<file path="src/rtl/tpm_pkg.sv">
package tpm_pkg;

    localparam int DATA_W = 8;
    localparam int ADDR_W = 8;
    localparam int PAGE_W = 3;
    localparam int OFF_W  = ADDR_W - 1;
    localparam int PHYS_W = PAGE_W + OFF_W;

    typedef enum logic [2:0] {
        RG_IDLE,
        RG_LOW,
        RG_TSEL,
        RG_TABLE,
        RG_ALIAS,
        RG_AUXFLAT,
        RG_VOID
    } region_e;

    typedef struct packed {
        region_e           region;
        logic [PAGE_W-1:0] page;
    } route_t;

    typedef enum logic [1:0] {
        SRC_STORE,
        SRC_TSEL,
        SRC_VOID
    } rsrc_e;

    function automatic logic reaches_store(region_e r);
        return (r == RG_LOW) || (r == RG_TABLE) || (r == RG_ALIAS) || (r == RG_AUXFLAT);
    endfunction

    function automatic logic [ADDR_W-1:0] select_byte_addr();
        return {1'b0, {OFF_W{1'b1}}};
    endfunction

endpackage

</file>
<file path="src/rtl/tpm_table_reg.sv">
module tpm_table_reg
    import tpm_pkg::*;
(
    input  logic              clk,
    input  logic              rst,
    input  logic              load,
    input  logic [DATA_W-1:0] din,
    output logic [DATA_W-1:0] table_q
);

    always_ff @(posedge clk) begin
        if (rst) begin
            table_q <= '0;
        end else if (load) begin
            table_q <= din;
        end
    end

endmodule

</file>
<file path="src/rtl/tpm_route_decode.sv">
module tpm_route_decode
    import tpm_pkg::*;
#(
    parameter int NUM_TABLES  = 6,
    parameter int ALIAS_TABLE = 2,
    parameter int LOW_PAGE    = 6,
    parameter int AUX_PAGE    = 7
)(
    input  logic              active,
    input  logic              dev_aux,
    input  logic [ADDR_W-1:0] addr,
    input  logic [DATA_W-1:0] table_q,
    input  logic              aux_en,
    output route_t            route
);

    localparam logic [PAGE_W-1:0] LOW_PG = PAGE_W'(LOW_PAGE);
    localparam logic [PAGE_W-1:0] AUX_PG = PAGE_W'(AUX_PAGE);
    localparam logic [DATA_W-1:0] TBL_LIMIT = DATA_W'(NUM_TABLES);
    localparam logic [DATA_W-1:0] TBL_ALIAS = DATA_W'(ALIAS_TABLE);

    logic upper_half;
    logic is_select;

    assign upper_half = addr[ADDR_W-1];
    assign is_select  = (addr == select_byte_addr());

    always_comb begin
        route.region = RG_IDLE;
        route.page   = '0;
        if (active) begin
            if (dev_aux) begin
                if (upper_half) begin
                    route.region = RG_VOID;
                end else begin
                    route.region = RG_AUXFLAT;
                    route.page   = AUX_PG;
                end
            end else if (!upper_half) begin
                if (is_select) begin
                    route.region = RG_TSEL;
                end else begin
                    route.region = RG_LOW;
                    route.page   = LOW_PG;
                end
            end else if (table_q == TBL_ALIAS) begin
                if (aux_en) begin
                    route.region = RG_ALIAS;
                    route.page   = AUX_PG;
                end else begin
                    route.region = RG_VOID;
                end
            end else if (table_q < TBL_LIMIT) begin
                route.region = RG_TABLE;
                route.page   = table_q[PAGE_W-1:0];
            end else begin
                route.region = RG_VOID;
            end
        end
    end

endmodule

</file>
<file path="src/rtl/tpm_read_return.sv">
module tpm_read_return
    import tpm_pkg::*;
(
    input  logic              clk,
    input  logic              rst,
    input  logic              rd_fire,
    input  rsrc_e             src,
    input  logic [DATA_W-1:0] tsel_val,
    input  logic [DATA_W-1:0] mem_rdata,
    output logic              rd_valid,
    output logic [DATA_W-1:0] rd_data
);

    logic              valid_q;
    rsrc_e             src_q;
    logic [DATA_W-1:0] hold_q;

    always_ff @(posedge clk) begin
        if (rst) begin
            valid_q <= 1'b0;
            src_q   <= SRC_VOID;
            hold_q  <= '0;
        end else begin
            valid_q <= rd_fire;
            if (rd_fire) begin
                src_q  <= src;
                hold_q <= tsel_val;
            end
        end
    end

    always_comb begin
        unique case (src_q)
            SRC_STORE: rd_data = mem_rdata;
            SRC_TSEL:  rd_data = hold_q;
            default:   rd_data = '1;
        endcase
    end

    assign rd_valid = valid_q;

endmodule

</file>
<file path="src/rtl/table_pager.sv">
module table_pager
    import tpm_pkg::*;
#(
    parameter int NUM_TABLES  = 6,
    parameter int ALIAS_TABLE = 2,
    parameter int LOW_PAGE    = 6,
    parameter int AUX_PAGE    = 7
)(
    input  logic              clk,
    input  logic              rst,
    input  logic              dev_aux,
    input  logic [ADDR_W-1:0] addr,
    input  logic              rd_en,
    input  logic              wr_en,
    input  logic [DATA_W-1:0] wr_data,
    input  logic              aux_map_en,
    input  logic [DATA_W-1:0] mem_rdata,
    output logic [PHYS_W-1:0] mem_addr,
    output logic              mem_rd,
    output logic              mem_wr,
    output logic [DATA_W-1:0] mem_wdata,
    output logic              no_loc,
    output logic [DATA_W-1:0] table_num,
    output logic              rd_valid,
    output logic [DATA_W-1:0] rd_data
);

    logic   active;
    logic   rd_fire;
    logic   store_hit;
    logic   tsel_load;
    route_t route;
    rsrc_e  src;

    assign active  = rd_en | wr_en;
    assign rd_fire = rd_en & ~wr_en;

    tpm_route_decode #(
        .NUM_TABLES  (NUM_TABLES),
        .ALIAS_TABLE (ALIAS_TABLE),
        .LOW_PAGE    (LOW_PAGE),
        .AUX_PAGE    (AUX_PAGE)
    ) u_decode (
        .active  (active),
        .dev_aux (dev_aux),
        .addr    (addr),
        .table_q (table_num),
        .aux_en  (aux_map_en),
        .route   (route)
    );

    assign store_hit = reaches_store(route.region);
    assign tsel_load = wr_en & (route.region == RG_TSEL);

    tpm_table_reg u_table (
        .clk     (clk),
        .rst     (rst),
        .load    (tsel_load),
        .din     (wr_data),
        .table_q (table_num)
    );

    assign mem_addr  = {route.page, addr[OFF_W-1:0]};
    assign mem_rd    = rd_fire & store_hit;
    assign mem_wr    = wr_en & store_hit;
    assign mem_wdata = wr_data;
    assign no_loc    = (route.region == RG_VOID);

    always_comb begin
        if (store_hit)                     src = SRC_STORE;
        else if (route.region == RG_TSEL)  src = SRC_TSEL;
        else                               src = SRC_VOID;
    end

    tpm_read_return u_return (
        .clk       (clk),
        .rst       (rst),
        .rd_fire   (rd_fire),
        .src       (src),
        .tsel_val  (table_num),
        .mem_rdata (mem_rdata),
        .rd_valid  (rd_valid),
        .rd_data   (rd_data)
    );

endmodule

</file>
<file path="config.mk">
export PLATFORM = sky130hd
export DESIGN_NAME = table_pager
export DESIGN_NICKNAME = d
export VERILOG_FILES = /design/src/rtl/tpm_pkg.sv /design/src/rtl/tpm_table_reg.sv /design/src/rtl/tpm_route_decode.sv /design/src/rtl/tpm_read_return.sv /design/src/rtl/table_pager.sv
export SDC_FILE = /design/constraint.sdc
export NUM_CORES = 1
export LEC_CHECK = 0
export BUFFER_PORTS_ARGS = -buffer_cell sky130_fd_sc_hd__buf_2
export CAP_MARGIN = 20
export CORE_MARGIN = 5
export CORE_UTILIZATION = 49
export CTS_BUF_LIST = sky130_fd_sc_hd__clkbuf_2 sky130_fd_sc_hd__clkbuf_4 sky130_fd_sc_hd__clkbuf_8
export DETAILED_ROUTE_END_ITERATION = 10
export GPL_ROUTABILITY_DRIVEN = 0
export HOLD_SLACK_MARGIN = 0.12
export PLACE_DENSITY = 0.89
export REMOVE_ABC_BUFFERS = 1
export SYNTH_ARGS = -nofsm -noshare
export SYNTH_HDL_FRONTEND = slang
export SYNTH_HIERARCHICAL = 1
export SYNTH_SLANG_ARGS = --single-unit
export TNS_END_PERCENT = 100
</file>
<file path="constraint.sdc">
create_clock -name clk -period 4.5 [get_ports clk]
set_input_delay 0.9 -clock clk [delete_from_list [all_inputs] [get_ports clk]]
set_output_delay 0.9 -clock clk [all_outputs]
set_load 0.05 [all_outputs]
</file>
* After elaboration in Yosys (flattened, before gate mapping)
Index checks and enable logic that the tools add are counted.
Widths: inputs -> output; s select.
** Operators by class
- Eq/ne operators :: 9
- Mux-type cells :: 15
- Order comparisons :: 1
- Add/subtract/negate cells :: 0
- $mul :: 0
- Shift-type cells :: 0
- Bitwise logic cells :: 6
- Reduce and logical (&&, ||, !) cells :: 4
- Divide/modulo/power cells :: 0
** Operators with widths (number)
- $mux 6 :: 4
- $pmux 8 s2 :: 1
- $mux 3 :: 5
- $mux 2 :: 5
- $eq 3x3->1 const B :: 3
- $eq 8x2->1 const B :: 1
- $eq 8x7->1 const B :: 1
- $lt 8x3->1 const B :: 1
- $eq 3x2->1 const B :: 2
- $and 1x1->1 :: 4
- $eq 3x1->1 const B :: 1
- $logic_or 1x1->1 :: 3
- $eq 2x1->1 const B :: 1
- $logic_not 2->1 :: 1
- $not 1->1 :: 1
- $or 1x1->1 :: 1
** Word-level totals
- Memories kept :: 0
- Input port bits :: 30
- Output and inout port bits :: 38
- Register bits :: 19
- Bits in writable memories :: 0
- Bits in latches :: 0
- Logic and storage cells :: 39
- ROM bits :: 0

* Logic depth before layout (Yosys ltp)
- Depth in word-level cells :: 11
- Mapped depth :: 9
- Mapped depth without buffers :: 8

* Modules after synthesis
Netlist, hierarchy kept.
** By module, submodules not included
- tpm_read_return :: sequential area each 220.2 µm², area each 520.5 µm², times used 1, cells each 52
- tpm_table_reg :: sequential area each 160.2 µm², area each 285.3 µm², times used 1, cells each 26
- tpm_route_decode :: sequential area each 0.0 µm², area each 205.2 µm², times used 1, cells each 35
- table_pager :: sequential area each 0.0 µm², area each 180.2 µm², times used 1, cells each 25

* Least setup slack after synthesis
OpenSTA, ideal clock, no wires.
- Path type :: input port to output port
- From :: input port dev_aux
- To :: output port mem_rd
- Stages on the path :: 6
- Arrival time :: 2.168 ns
- Path buffers :: 0
- Required time :: 3.600 ns
- Setup slack :: 1.432 ns
- Cells stage by stage :: nand4b_1 -> nor4b_2 -> nand3b_1 -> a21oi_1 -> or2_1 -> and3_1
** RTL lines
- from (decl) :: line table_pager.sv:11 : input logic dev_aux,
- to (decl) :: line table_pager.sv:19 : output logic mem_rd,

==> reports/metrics.yaml <==
wire_per_inst_um: 14.8
critPathSlowestCell: "nor4b_2"
drt_pass1_iterations: 4
cts_resized: 0
die_area_sq_um: 3520
ys_top_cells_by_count: "dfxtp_1, nor2_1, mux2i_1"
ys_types: 33
area_delta_synth_final_pct: 21.3
ys_warn_count: 6
dp.cells: 213
dp_hpwl_um: 2480
final.setup_skew_ps: 6.64
r2r_slack_ps: 2270
synth_top_area_cell: "dfxtp_1"
first_global_vias: 1163
cts_max_level: 1
root_buffer: "clkbuf_4"
clk_latency_ps: 310
status: "finished clean"
slowest_delay_ps: 300
min_path_cells: 2
cts_setup_buffers: 0
synth-seq-cells: 19
final.setup.tns_ps: 0
portBuffers: 67
max_slew_margin_pct: 61.4
synth_top_area_share_pct: 31.9
vias_per_cell: 5.22
cp_cell_sequence: "buf_2, nand4b_1, nor4b_2, nand3b_1, a21oi_1, or2_1, and3_1, buf_2"
ant_nets: 0
path_buf_inv: 2
cp.arrival_ps: 2440
grt-ovfl-total: 0
antenna_found_initial: 0
drt-initial-drc-count: 70
power_frac_comb_pct: 32.7
dominantRegCellSynth: "dfxtp_1"
die_y_um: 59.3
hp-start: "u_return/hold_q[6]$_SDFFE_PP0P_"
drive_above_1_share_pct: 45.0
synth_edf_count: 0
ir_drop_uv: 191
drc: 0
grt_pass1_wl_um: 4840
fmax_mhz: 299
worstSetupPathType: "in2out"
cts_tree: "built"
holdPathEnd: "u_return/hold_q[6]$_SDFFE_PP0P_"
routed_wl_um: 3210
io_pins: 68
fp.dieW_um: 59.3
grt_max_degree: 20
intPower_uw: 244
cp_top_family: "simple AND/OR/NAND/NOR gates"
n_fill_cell: 184
switching_share_pct: 39.4
num_rows: 17
postSynthCellCount: 138
core_area_sq_um: 2280
syn_area_sq_um: 1190
insertedDiodeCount: 0
synth.avg_cell_area_sq_um: 8.63
ff_latch_area_sq_um: 380
finalCritPeriodShare_pct: 74.3
start_kind: "primary input"
num_vias: 1133
p_seq_share_pct: 43.8
grtUsageTotal_pct: 17.9
async_flop_share_pct: 0
drv_cap: 0
postCtsHoldBufs: 0
p_leak_uw: 0.000674
cts_made_buffers: 3
yosysSeqAreaShare_pct: 31.9
layout.nets: 220
path_max_fanout: 6
cp-end-kind: "output port"
r2r-end: "u_table/table_q[6]$_SDFFE_PP0P_"
tightest_slew_ps: 579
multiInputGateArea_sq_um: 649
switching_power_uw: 159
rr_worst_depth: 7
clk_path_buf_depth: 2
r2r-start: "u_table/table_q[2]$_SDFFE_PP0P_"
hold_viol: 0
rsz0062_at_grt: "false"
initial_core_util_pct: 52.3
p_clk_share_pct: 23.5
setup_violations: 0
yosys-top-cells-area: "dfxtp_1, mux2i_1, buf_4"
crit_path_frequent_cell: "buf_2"
cts.sinks: 19
worst-endpoint-required_ps: 3600
power.density_nw_per_um2: 279
clkTransAtPathRegs_ps: 120
finalNonFillerCells: 217
hp-class: "reg2reg"
final.min_clock_period_ps: 3340
maxSlewViolCount: 0
## power groups by stage
stage                     Combinational, uW  Clock, uW  Sequential (uW)
after global routing                    139        102              178
after CTS                               132       95.8              177
final                                   132       94.7              177
after floorplan                        60.1          0              186
after global placement                  129          0              180
after detailed placement                131          0              180
## worst min-delay path, cell delays in order, from the launching register on
cell	delay, ps
dfxtp_1	350
mux2i_1	60
nor2_1	70
## per-layer routing
| metal | up-vias | share of wire, % | GRT usage (%) | wire length [um] |
|---|---|---|---|---|
| met5 | - | 0 | 0 | 0 |
| met3 | 6 | 7.4 | 3.92 | 237 |
| li1 | 557 | - | - | - |
| met2 | 55 | 55 | 34.0 | 1780 |
| met1 | 515 | 36 | 18.0 | 1170 |
| met4 | 0 | 0.78 | 8.74 | 25 |
## final cells by class
| class | count | area share [%] |
|---|---|---|
| well taps | 28 | 2.42 |
| inverters | 2 | 0.519 |
| multi-input cells | 96 | 44.9 |
| flip-flops and latches | 19 | 26.3 |
| clock buffers | 3 | 1.56 |
| clock inverters | 1 | 0.519 |
| repair buffers | 68 | 23.7 |
## sequential cells by signal (all words and copies together) (netlist names)
register	count
u_return/src_q	2
u_return/hold_q	8
u_table/table_q	8
u_return/rd_valid	1
## how the worst max path moves through the flow
stage | start | end | slack, ps | depth (start not counted)
after floorplan | rd_en | mem_rd | 1370 | 2
after global placement | dev_aux | mem_rd | 1230 | 8
after detailed placement | dev_aux | mem_wr | 1170 | 8
after CTS | dev_aux | mem_wr | 1170 | 8
after global routing | dev_aux | mem_rd | 1100 | 8
final | dev_aux | mem_wr | 1160 | 8
## through the flow
| step | hold WS, ps | utilization [%] | instance area [sq um] | setup slack, ps | total power, uW |
|---|---|---|---|---|---|
| 6_report | 511 | 63.5 | 1450 | 1160 | 403 |
| 5_1_grt | 550 | 63.5 | 1450 | 1100 | 419 |
| 4_1_cts | 515 | 63.5 | 1450 | 1170 | 404 |
| 3_5_place_dp | 482 | 62.2 | 1420 | 1170 | 312 |
| 3_3_place_gp | 477 | 62.2 | 1420 | 1230 | 309 |
| 2_1_floorplan | 461 | - | 1040 | 1370 | 246 |
## placed cells by master, fill, tap and decap left out, drive strengths merged, types with 2 or more instances in the layout
cell,count
a211o,9
dfxtp,19
and2,3
clkbuf,3
mux2i,17
or2,2
nand2,9
nor2b,11
o21ai,4
buf,68
inv,2
nor2,19
and3,2
a21oi,5
nand2b,3
## kinds of logic after synthesis
| group | count (synthesis) | synth area share, % |
|---|---|---|
| simple gates | 59 | 27.4 |
| buf+inv | 23 | 13.6 |
| compound gates | 20 | 12.8 |
| flops | 19 | 31.9 |
| mux | 17 | 14.3 |
Note: power is estimated with default switching activity, not from simulation.
